### src/rtl/dll_seq_pkg.sv
package dll_seq_pkg;

  localparam logic [31:0] CFG_EN_MASK     = 32'h0020_0000; // loop enable, bit 21
  localparam logic [31:0] CFG_CPST_MASK   = 32'h0F04_0000; // bits 27:24 and 18
  localparam logic [31:0] CFG_SEARCH_MASK = 32'h0001_0000; // bit 16
  localparam logic [31:0] CFG_COUNT_BITS  = 32'h0000_0C00; // start count
  localparam logic [31:0] CFG_PHASE_BITS  = 32'h0000_0003; // phase value
  localparam logic [31:0] STAT_LOCK_MASK  = 32'h0004_0000; // status bit 18

  typedef enum logic [1:0] {
    OP_HOLD  = 2'd0,
    OP_QUIET = 2'd1,
    OP_PREP  = 2'd2,
    OP_ARM   = 2'd3
  } cfg_op_e;

  typedef enum logic [2:0] {
    ST_IDLE   = 3'd0,
    ST_QUIET  = 3'd1,
    ST_PREP   = 3'd2,
    ST_ARM    = 3'd3,
    ST_POLL   = 3'd4
  } seq_state_e;

endpackage

### src/rtl/dll_req_filter.sv
module dll_req_filter #(
  parameter int unsigned THRESH_HZ = 32'd52_000_000
) (
  input  logic        clk,
  input  logic        rst_n,
  input  logic        req_valid,
  input  logic [31:0] req_hz,
  input  logic        accept_ok,
  output logic        start
);

  logic [31:0] last_hz_q;
  logic        take;

  assign take  = req_valid && accept_ok;
  assign start = take && (req_hz != last_hz_q) && (req_hz > THRESH_HZ);

  always_ff @(posedge clk or negedge rst_n) begin
    if (!rst_n)
      last_hz_q <= '0;
    else if (take)
      last_hz_q <= req_hz;
  end

endmodule

### src/rtl/dll_gap_timer.sv
module dll_gap_timer #(
  parameter int W = 8
) (
  input  logic         clk,
  input  logic         rst_n,
  input  logic         load,
  input  logic [W-1:0] load_val,
  output logic         expired
);

  logic [W-1:0] cnt_q;

  always_ff @(posedge clk or negedge rst_n) begin
    if (!rst_n)
      cnt_q <= '0;
    else if (load)
      cnt_q <= load_val;
    else if (cnt_q != '0)
      cnt_q <= cnt_q - 1'b1;
  end

  assign expired = (cnt_q == '0);

endmodule

### src/rtl/dll_cfg_image.sv
module dll_cfg_image
  import dll_seq_pkg::*;
#(
  parameter logic [31:0] CFG_RESET = 32'h0000_0000
) (
  input  logic        clk,
  input  logic        rst_n,
  input  cfg_op_e     op,
  output logic [31:0] image
);

  logic [31:0] img_q;
  logic [31:0] img_d;

  always_comb begin
    unique case (op)
      OP_QUIET: img_d = img_q & ~(CFG_EN_MASK | CFG_CPST_MASK);
      OP_PREP:  img_d = img_q | CFG_CPST_MASK | CFG_SEARCH_MASK
                              | CFG_COUNT_BITS | CFG_PHASE_BITS;
      OP_ARM:   img_d = img_q | CFG_EN_MASK;
      default:  img_d = img_q;
    endcase
  end

  always_ff @(posedge clk or negedge rst_n) begin
    if (!rst_n)
      img_q <= CFG_RESET;
    else
      img_q <= img_d;
  end

  assign image = img_q;

endmodule

### src/rtl/dll_lock_seq.sv
module dll_lock_seq
  import dll_seq_pkg::*;
#(
  parameter int unsigned CLK_HZ     = 200_000_000,
  parameter int unsigned THRESH_HZ  = 32'd52_000_000,
  parameter int unsigned SETTLE_US  = 1000,
  parameter int unsigned POLL_US    = 2000,
  parameter int unsigned BUDGET_US  = 1_000_000,
  parameter logic [31:0] CFG_RESET  = 32'h0000_0000
) (
  input  logic        clk,
  input  logic        rst_n,
  input  logic        req_valid,
  input  logic [31:0] req_hz,
  input  logic [31:0] lock_status,
  output logic [31:0] dll_cfg,
  output logic        busy,
  output logic        done,
  output logic        locked,
  output logic        timeout_error
);

  localparam longint SETTLE_RAW = (longint'(CLK_HZ) * longint'(SETTLE_US)) / 64'd1_000_000;
  localparam longint POLL_RAW   = (longint'(CLK_HZ) * longint'(POLL_US)) / 64'd1_000_000;
  localparam int     SETTLE_CYC = (SETTLE_RAW < 1) ? 1 : int'(SETTLE_RAW);
  localparam int     POLL_CYC   = (POLL_RAW < 1) ? 1 : int'(POLL_RAW);
  localparam int     NUM_POLLS  = int'(BUDGET_US / POLL_US) + 1;
  localparam int     TMR_MAX    = (SETTLE_CYC > POLL_CYC) ? SETTLE_CYC : POLL_CYC;
  localparam int     TMR_W      = $clog2(TMR_MAX + 1);
  localparam int     PCNT_W     = $clog2(NUM_POLLS + 1);
  localparam logic [TMR_W-1:0]  SETTLE_LD = TMR_W'(SETTLE_CYC - 1);
  localparam logic [TMR_W-1:0]  POLL_LD   = TMR_W'(POLL_CYC - 1);
  localparam logic [PCNT_W-1:0] LAST_POLL = PCNT_W'(NUM_POLLS - 1);

  seq_state_e        state_q, state_d;
  cfg_op_e           op;
  logic              start;
  logic              tmr_load;
  logic [TMR_W-1:0]  tmr_val;
  logic              tmr_zero;
  logic [PCNT_W-1:0] pcnt_q;
  logic              lock_hit;
  logic              last_poll;
  logic              done_q, locked_q, tmo_q;

  assign busy      = (state_q != ST_IDLE);
  assign lock_hit  = |(lock_status & STAT_LOCK_MASK);
  assign last_poll = (pcnt_q == LAST_POLL);

  dll_req_filter #(.THRESH_HZ(THRESH_HZ)) u_filter (
    .clk       (clk),
    .rst_n     (rst_n),
    .req_valid (req_valid),
    .req_hz    (req_hz),
    .accept_ok (!busy),
    .start     (start)
  );

  dll_gap_timer #(.W(TMR_W)) u_timer (
    .clk      (clk),
    .rst_n    (rst_n),
    .load     (tmr_load),
    .load_val (tmr_val),
    .expired  (tmr_zero)
  );

  dll_cfg_image #(.CFG_RESET(CFG_RESET)) u_image (
    .clk   (clk),
    .rst_n (rst_n),
    .op    (op),
    .image (dll_cfg)
  );

  always_comb begin
    state_d  = state_q;
    op       = OP_HOLD;
    tmr_load = 1'b0;
    tmr_val  = SETTLE_LD;
    unique case (state_q)
      ST_IDLE: if (start) begin
        op       = OP_QUIET;
        tmr_load = 1'b1;
        state_d  = ST_QUIET;
      end
      ST_QUIET: if (tmr_zero) begin
        op       = OP_PREP;
        tmr_load = 1'b1;
        state_d  = ST_PREP;
      end
      ST_PREP: if (tmr_zero) begin
        op       = OP_ARM;
        tmr_load = 1'b1;
        state_d  = ST_ARM;
      end
      ST_ARM: if (tmr_zero) begin
        tmr_load = 1'b1;
        tmr_val  = '0;
        state_d  = ST_POLL;
      end
      ST_POLL: if (tmr_zero) begin
        if (lock_hit || last_poll) begin
          state_d = ST_IDLE;
        end else begin
          tmr_load = 1'b1;
          tmr_val  = POLL_LD;
        end
      end
      default: state_d = ST_IDLE;
    endcase
  end

  always_ff @(posedge clk or negedge rst_n) begin
    if (!rst_n) begin
      state_q  <= ST_IDLE;
      pcnt_q   <= '0;
      done_q   <= 1'b0;
      locked_q <= 1'b0;
      tmo_q    <= 1'b0;
    end else begin
      state_q <= state_d;
      if (state_q == ST_IDLE && start) begin
        done_q   <= 1'b0;
        locked_q <= 1'b0;
        tmo_q    <= 1'b0;
        pcnt_q   <= '0;
      end else if (state_q == ST_POLL && tmr_zero) begin
        if (lock_hit) begin
          done_q   <= 1'b1;
          locked_q <= 1'b1;
        end else if (last_poll) begin
          done_q <= 1'b1;
          tmo_q  <= 1'b1;
        end else begin
          pcnt_q <= pcnt_q + 1'b1;
        end
      end
    end
  end

  assign done          = done_q;
  assign locked        = locked_q;
  assign timeout_error = tmo_q;

endmodule

### config.mk
export PLATFORM = sky130hd
export DESIGN_NAME = dll_lock_seq
export DESIGN_NICKNAME = d
export VERILOG_FILES = /design/src/rtl/dll_seq_pkg.sv /design/src/rtl/dll_req_filter.sv /design/src/rtl/dll_gap_timer.sv /design/src/rtl/dll_cfg_image.sv /design/src/rtl/dll_lock_seq.sv
export SDC_FILE = /design/constraint.sdc
export NUM_CORES = 1
export LEC_CHECK = 0
export CAP_MARGIN = 20
export CORE_ASPECT_RATIO = 0.8
export CORE_MARGIN = 2
export CORE_UTILIZATION = 53
export DETAILED_ROUTE_END_ITERATION = 16
export GPL_TIMING_DRIVEN = 0
export PLACE_DENSITY = 0.87
export SYNTH_ARGS = -nofsm -noshare
export SYNTH_HDL_FRONTEND = slang
export SYNTH_SLANG_ARGS = --single-unit
### constraint.sdc
create_clock -name clk -period 5.9 [get_ports clk]
set_clock_uncertainty 0.1 [all_clocks]
set_input_delay 0.59 -clock clk [delete_from_list [all_inputs] [get_ports clk]]
set_output_delay 0.59 -clock clk [all_outputs]
set_load 0.02 [all_outputs]
==> impl_results.md <==
- Power Density: 309.0 nW/um^2
- Area growth syn-to-layout: 23.80%
- Largest net degree at the start of global routing: 70
- Final-layout fill cell count: 498
- Status: completed
- Cts bufs inserted: 9
- HP Class: in -> async
- CP endpoint kind: flip-flop
- Die width: 99.26 um
- Post-synth ARST share: 100.0%
- First-pass GRT wire length: 14050 um
- Largest family of logic cells by synthesized area: simple AND/OR/NAND/NOR gates
- Placement Setup Slack: 2.429 ns
- Synthesized cell area: 3847 sq um
- Hold Violations, Final: 0
- Max Clk Rate: 316.2 MHz
- Max_slew headroom: 42.55%
- Reg2Reg Launch Point: state_q[0]$_DFFE_PN0P_
- Number of global-route vias before repair: 2924
- Multiplexer share of the synthesized area: 10.24%
- Max rail drop VDD: 0.1871 mV
- Share of layout cells above drive strength 1: 20.44%
- Worst-Margin Slew: 0.8617 ns
- Max cap viols: 0
- Tmin final: 3.162 ns
- Total I/O pin count: 103
- Clock net sink count: 69
- Mapped Avg Cell Area: 10.43 sq um
- RePlAce Congestion: 0.8613
- Final core occ: 68.45%
- DRC: 0
- Top cells by count, synth: dfrtp_1 (69), xor2_1 (39), mux2_2 (35)
- Hold slack: 0.2498 ns
- Most common flop cell mapped by yosys: dfrtp_1
- # setup viols final: 0
- HPWL after DPL: 6005 um
- Critical path startpoint category: flip-flop
- CTS Hold Buffers Added: 0
- CTS resizes: 0
- RSZ-0062 raised after global routing: no
- Number of synthesized flops with an enable pin: 0
- Post-synthesis compound-gate area fraction: 6.569%
- Initial Util: 55.29%
- Initial antenna violation count: 0
- Root Driver: clkbuf_8
- Die H: 80.21 um
- CTS max path bufs: 2
- Core area: 6959 sq um
- DR vias: 2892
- IO buf count: 50
- Post-Synth Simple-Gate Area: 16.00%
- Area share of fa/ha/maj cells after synthesis: 1.626%
- Leakage Power: 2.065 nW
- Synth top area share: 44.88%
- Xor/xnor share of the synthesized area: 12.75%
- Crit path arrival time: 3.30 ns
- Register area share after synthesis: 44.88%
- Reg clk slew, reported paths: 0.08 ns
- CTS tree: built
- Cell with the most instances after synthesis: dfrtp_1
- Register area: 1727 sq um
- Antenna diodes: 0
- Final TNS setup: 0 ns
- GR Util All Layers: 22.62%
- Netlist cell types: 43
- Largest cells by area after synthesis: dfrtp_1 (45%), mux2_2 (10%), xor2_1 (8.9%)
- Routed Antenna Nets: 0
- # rows: 27
- Mapped Cells: 369
- Max H-tree Level: 3
- Synth area leader: dfrtp_1
- Setup ws final: 2.738 ns
- NumNets Final: 522
- Critical Path Fanout Max: 10
- Multi-input logic area: 1894 sq um
- Setup crit start: state_q[0]$_DFFE_PN0P_
- Slew Viols, Final: 0
- WL final: 8277 um
- Register bit total from synthesis: 69
- Routed len/inst: 15.27 um
- CP required: 6.04 ns
- Worst-skew pair later-pin latency: 0.35 ns
- Critical path class: reg -> reg
- Setup Fix Bufs, Post-CTS: 0
- Die area: 7961 sq um
- Via density per instance: 5.336
- Final Cycle Share: 53.60%
- 1st-pass router iterations: 4
- YS warnings: 0
- Grt ovf: 0
- Initial DRC count: 182
[worst paths after layout]
path,endpoint,slack [ns],cells past startpoint
worst max-delay path,u_image.image[26]$_DFFE_PN0P_,2.74,10
worst min-delay path,u_filter.last_hz_q[11]$_DFFE_PN0P_,0.25,1
worst max register to register,u_image.image[26]$_DFFE_PN0P_,2.74,10
worst min register to register,timeout_error$_DFFE_PN0P_,0.40,2
max in group asynchronous,u_filter.last_hz_q[17]$_DFFE_PN0P_,4.90,1
min in group clk,timeout_error$_DFFE_PN0P_,0.40,2
[cells in the final DEF (no fill, tap or decap), types with 5 or more instances in the layout]
master	synthesis	routed
clkbuf_1	9	9
nor4_1	13	13
mux2_2	35	35
nor3_1	15	15
clkdlybuf4s50_1	0	49
nand2_1	10	10
o21ai_0	19	19
ha_1	5	5
and3_1	6	6
clkbuf_8	0	11
xnor2_1	17	17
inv_1	8	8
conb_1	1	21
dfrtp_1	69	69
a21oi_1	10	10
nand4_1	7	7
nor2_1	31	31
xor2_1	39	39
buf_4	29	30
[kinds of logic (layout without fill, tap and decap cells)]
kind of cell	count (synthesis)	after routing
and+or+nand+nor	110	110
AOI/OAI and AO/OA	43	43
DFF	69	69
xor gates and xnor gates	56	56
buffers and inverters	50	116
other	1	21
muxes	35	35
adders and majority gates	5	5
[per-stage QoR]
stage                     instance area, sq um  cells  total power, W
after floorplan                           3923    389       0.0009137
after global placement                    4532    526        0.001002
after detailed placement                  4529    526        0.001026
after CTS                                 4763    542        0.001476
after global routing                      4763    542        0.001550
final                                     4763    542        0.001472
[power by group]
part / switching [W] / internal (W)
combinational: 0.000154 / 0.000186
sequential: 0.0000935 / 0.000592
clock: 0.000186 / 0.000261
total: 0.000434 / 0.00104
[metal layers]
metal | share of wire, % | global-route usage, % | vias up
met3 | 4.2 | 6.266 | 10
met2 | 50 | 37.50 | 60
met4 | 1.2 | 5.616 | 0
li1 | - | - | 1393
met1 | 45 | 29.59 | 1429
met5 | 0 | 0 | -
[cell type report]
| class | count | area share (%) |
|---|---|---|
| Sequential cell | 69 | 36.25 |
| Buffer | 42 | 5.700 |
| Tap cell | 87 | 2.285 |
| Inverter | 8 | 0.6304 |
| Clock buffer | 11 | 3.178 |
| Multi-Input combinational cell | 270 | 39.77 |
| Clock inverter | 5 | 1.734 |
| Timing Repair Buffer | 50 | 10.45 |
[worst max-delay path: stages, from the launching register on]
cell	delay, ns
dfrtp_1	0.36
clkbuf_1	0.21
nor3_1	0.35
and2_1	0.20
clkbuf_1	0.23
o21ai_0	0.13
a31oi_1	0.65
a21oi_1	0.20
inv_1	0.11
ha_1	0.24
mux2_2	0.27
[registers in the layout (all words and copies together) (netlist names)]
name,count
timeout_error,1
u_timer.cnt_q,19
pcnt_q,9
done,1
u_image.image,3
locked,1
state_q,3
u_filter.last_hz_q,32
Note: power is estimated with default switching activity, not from simulation.
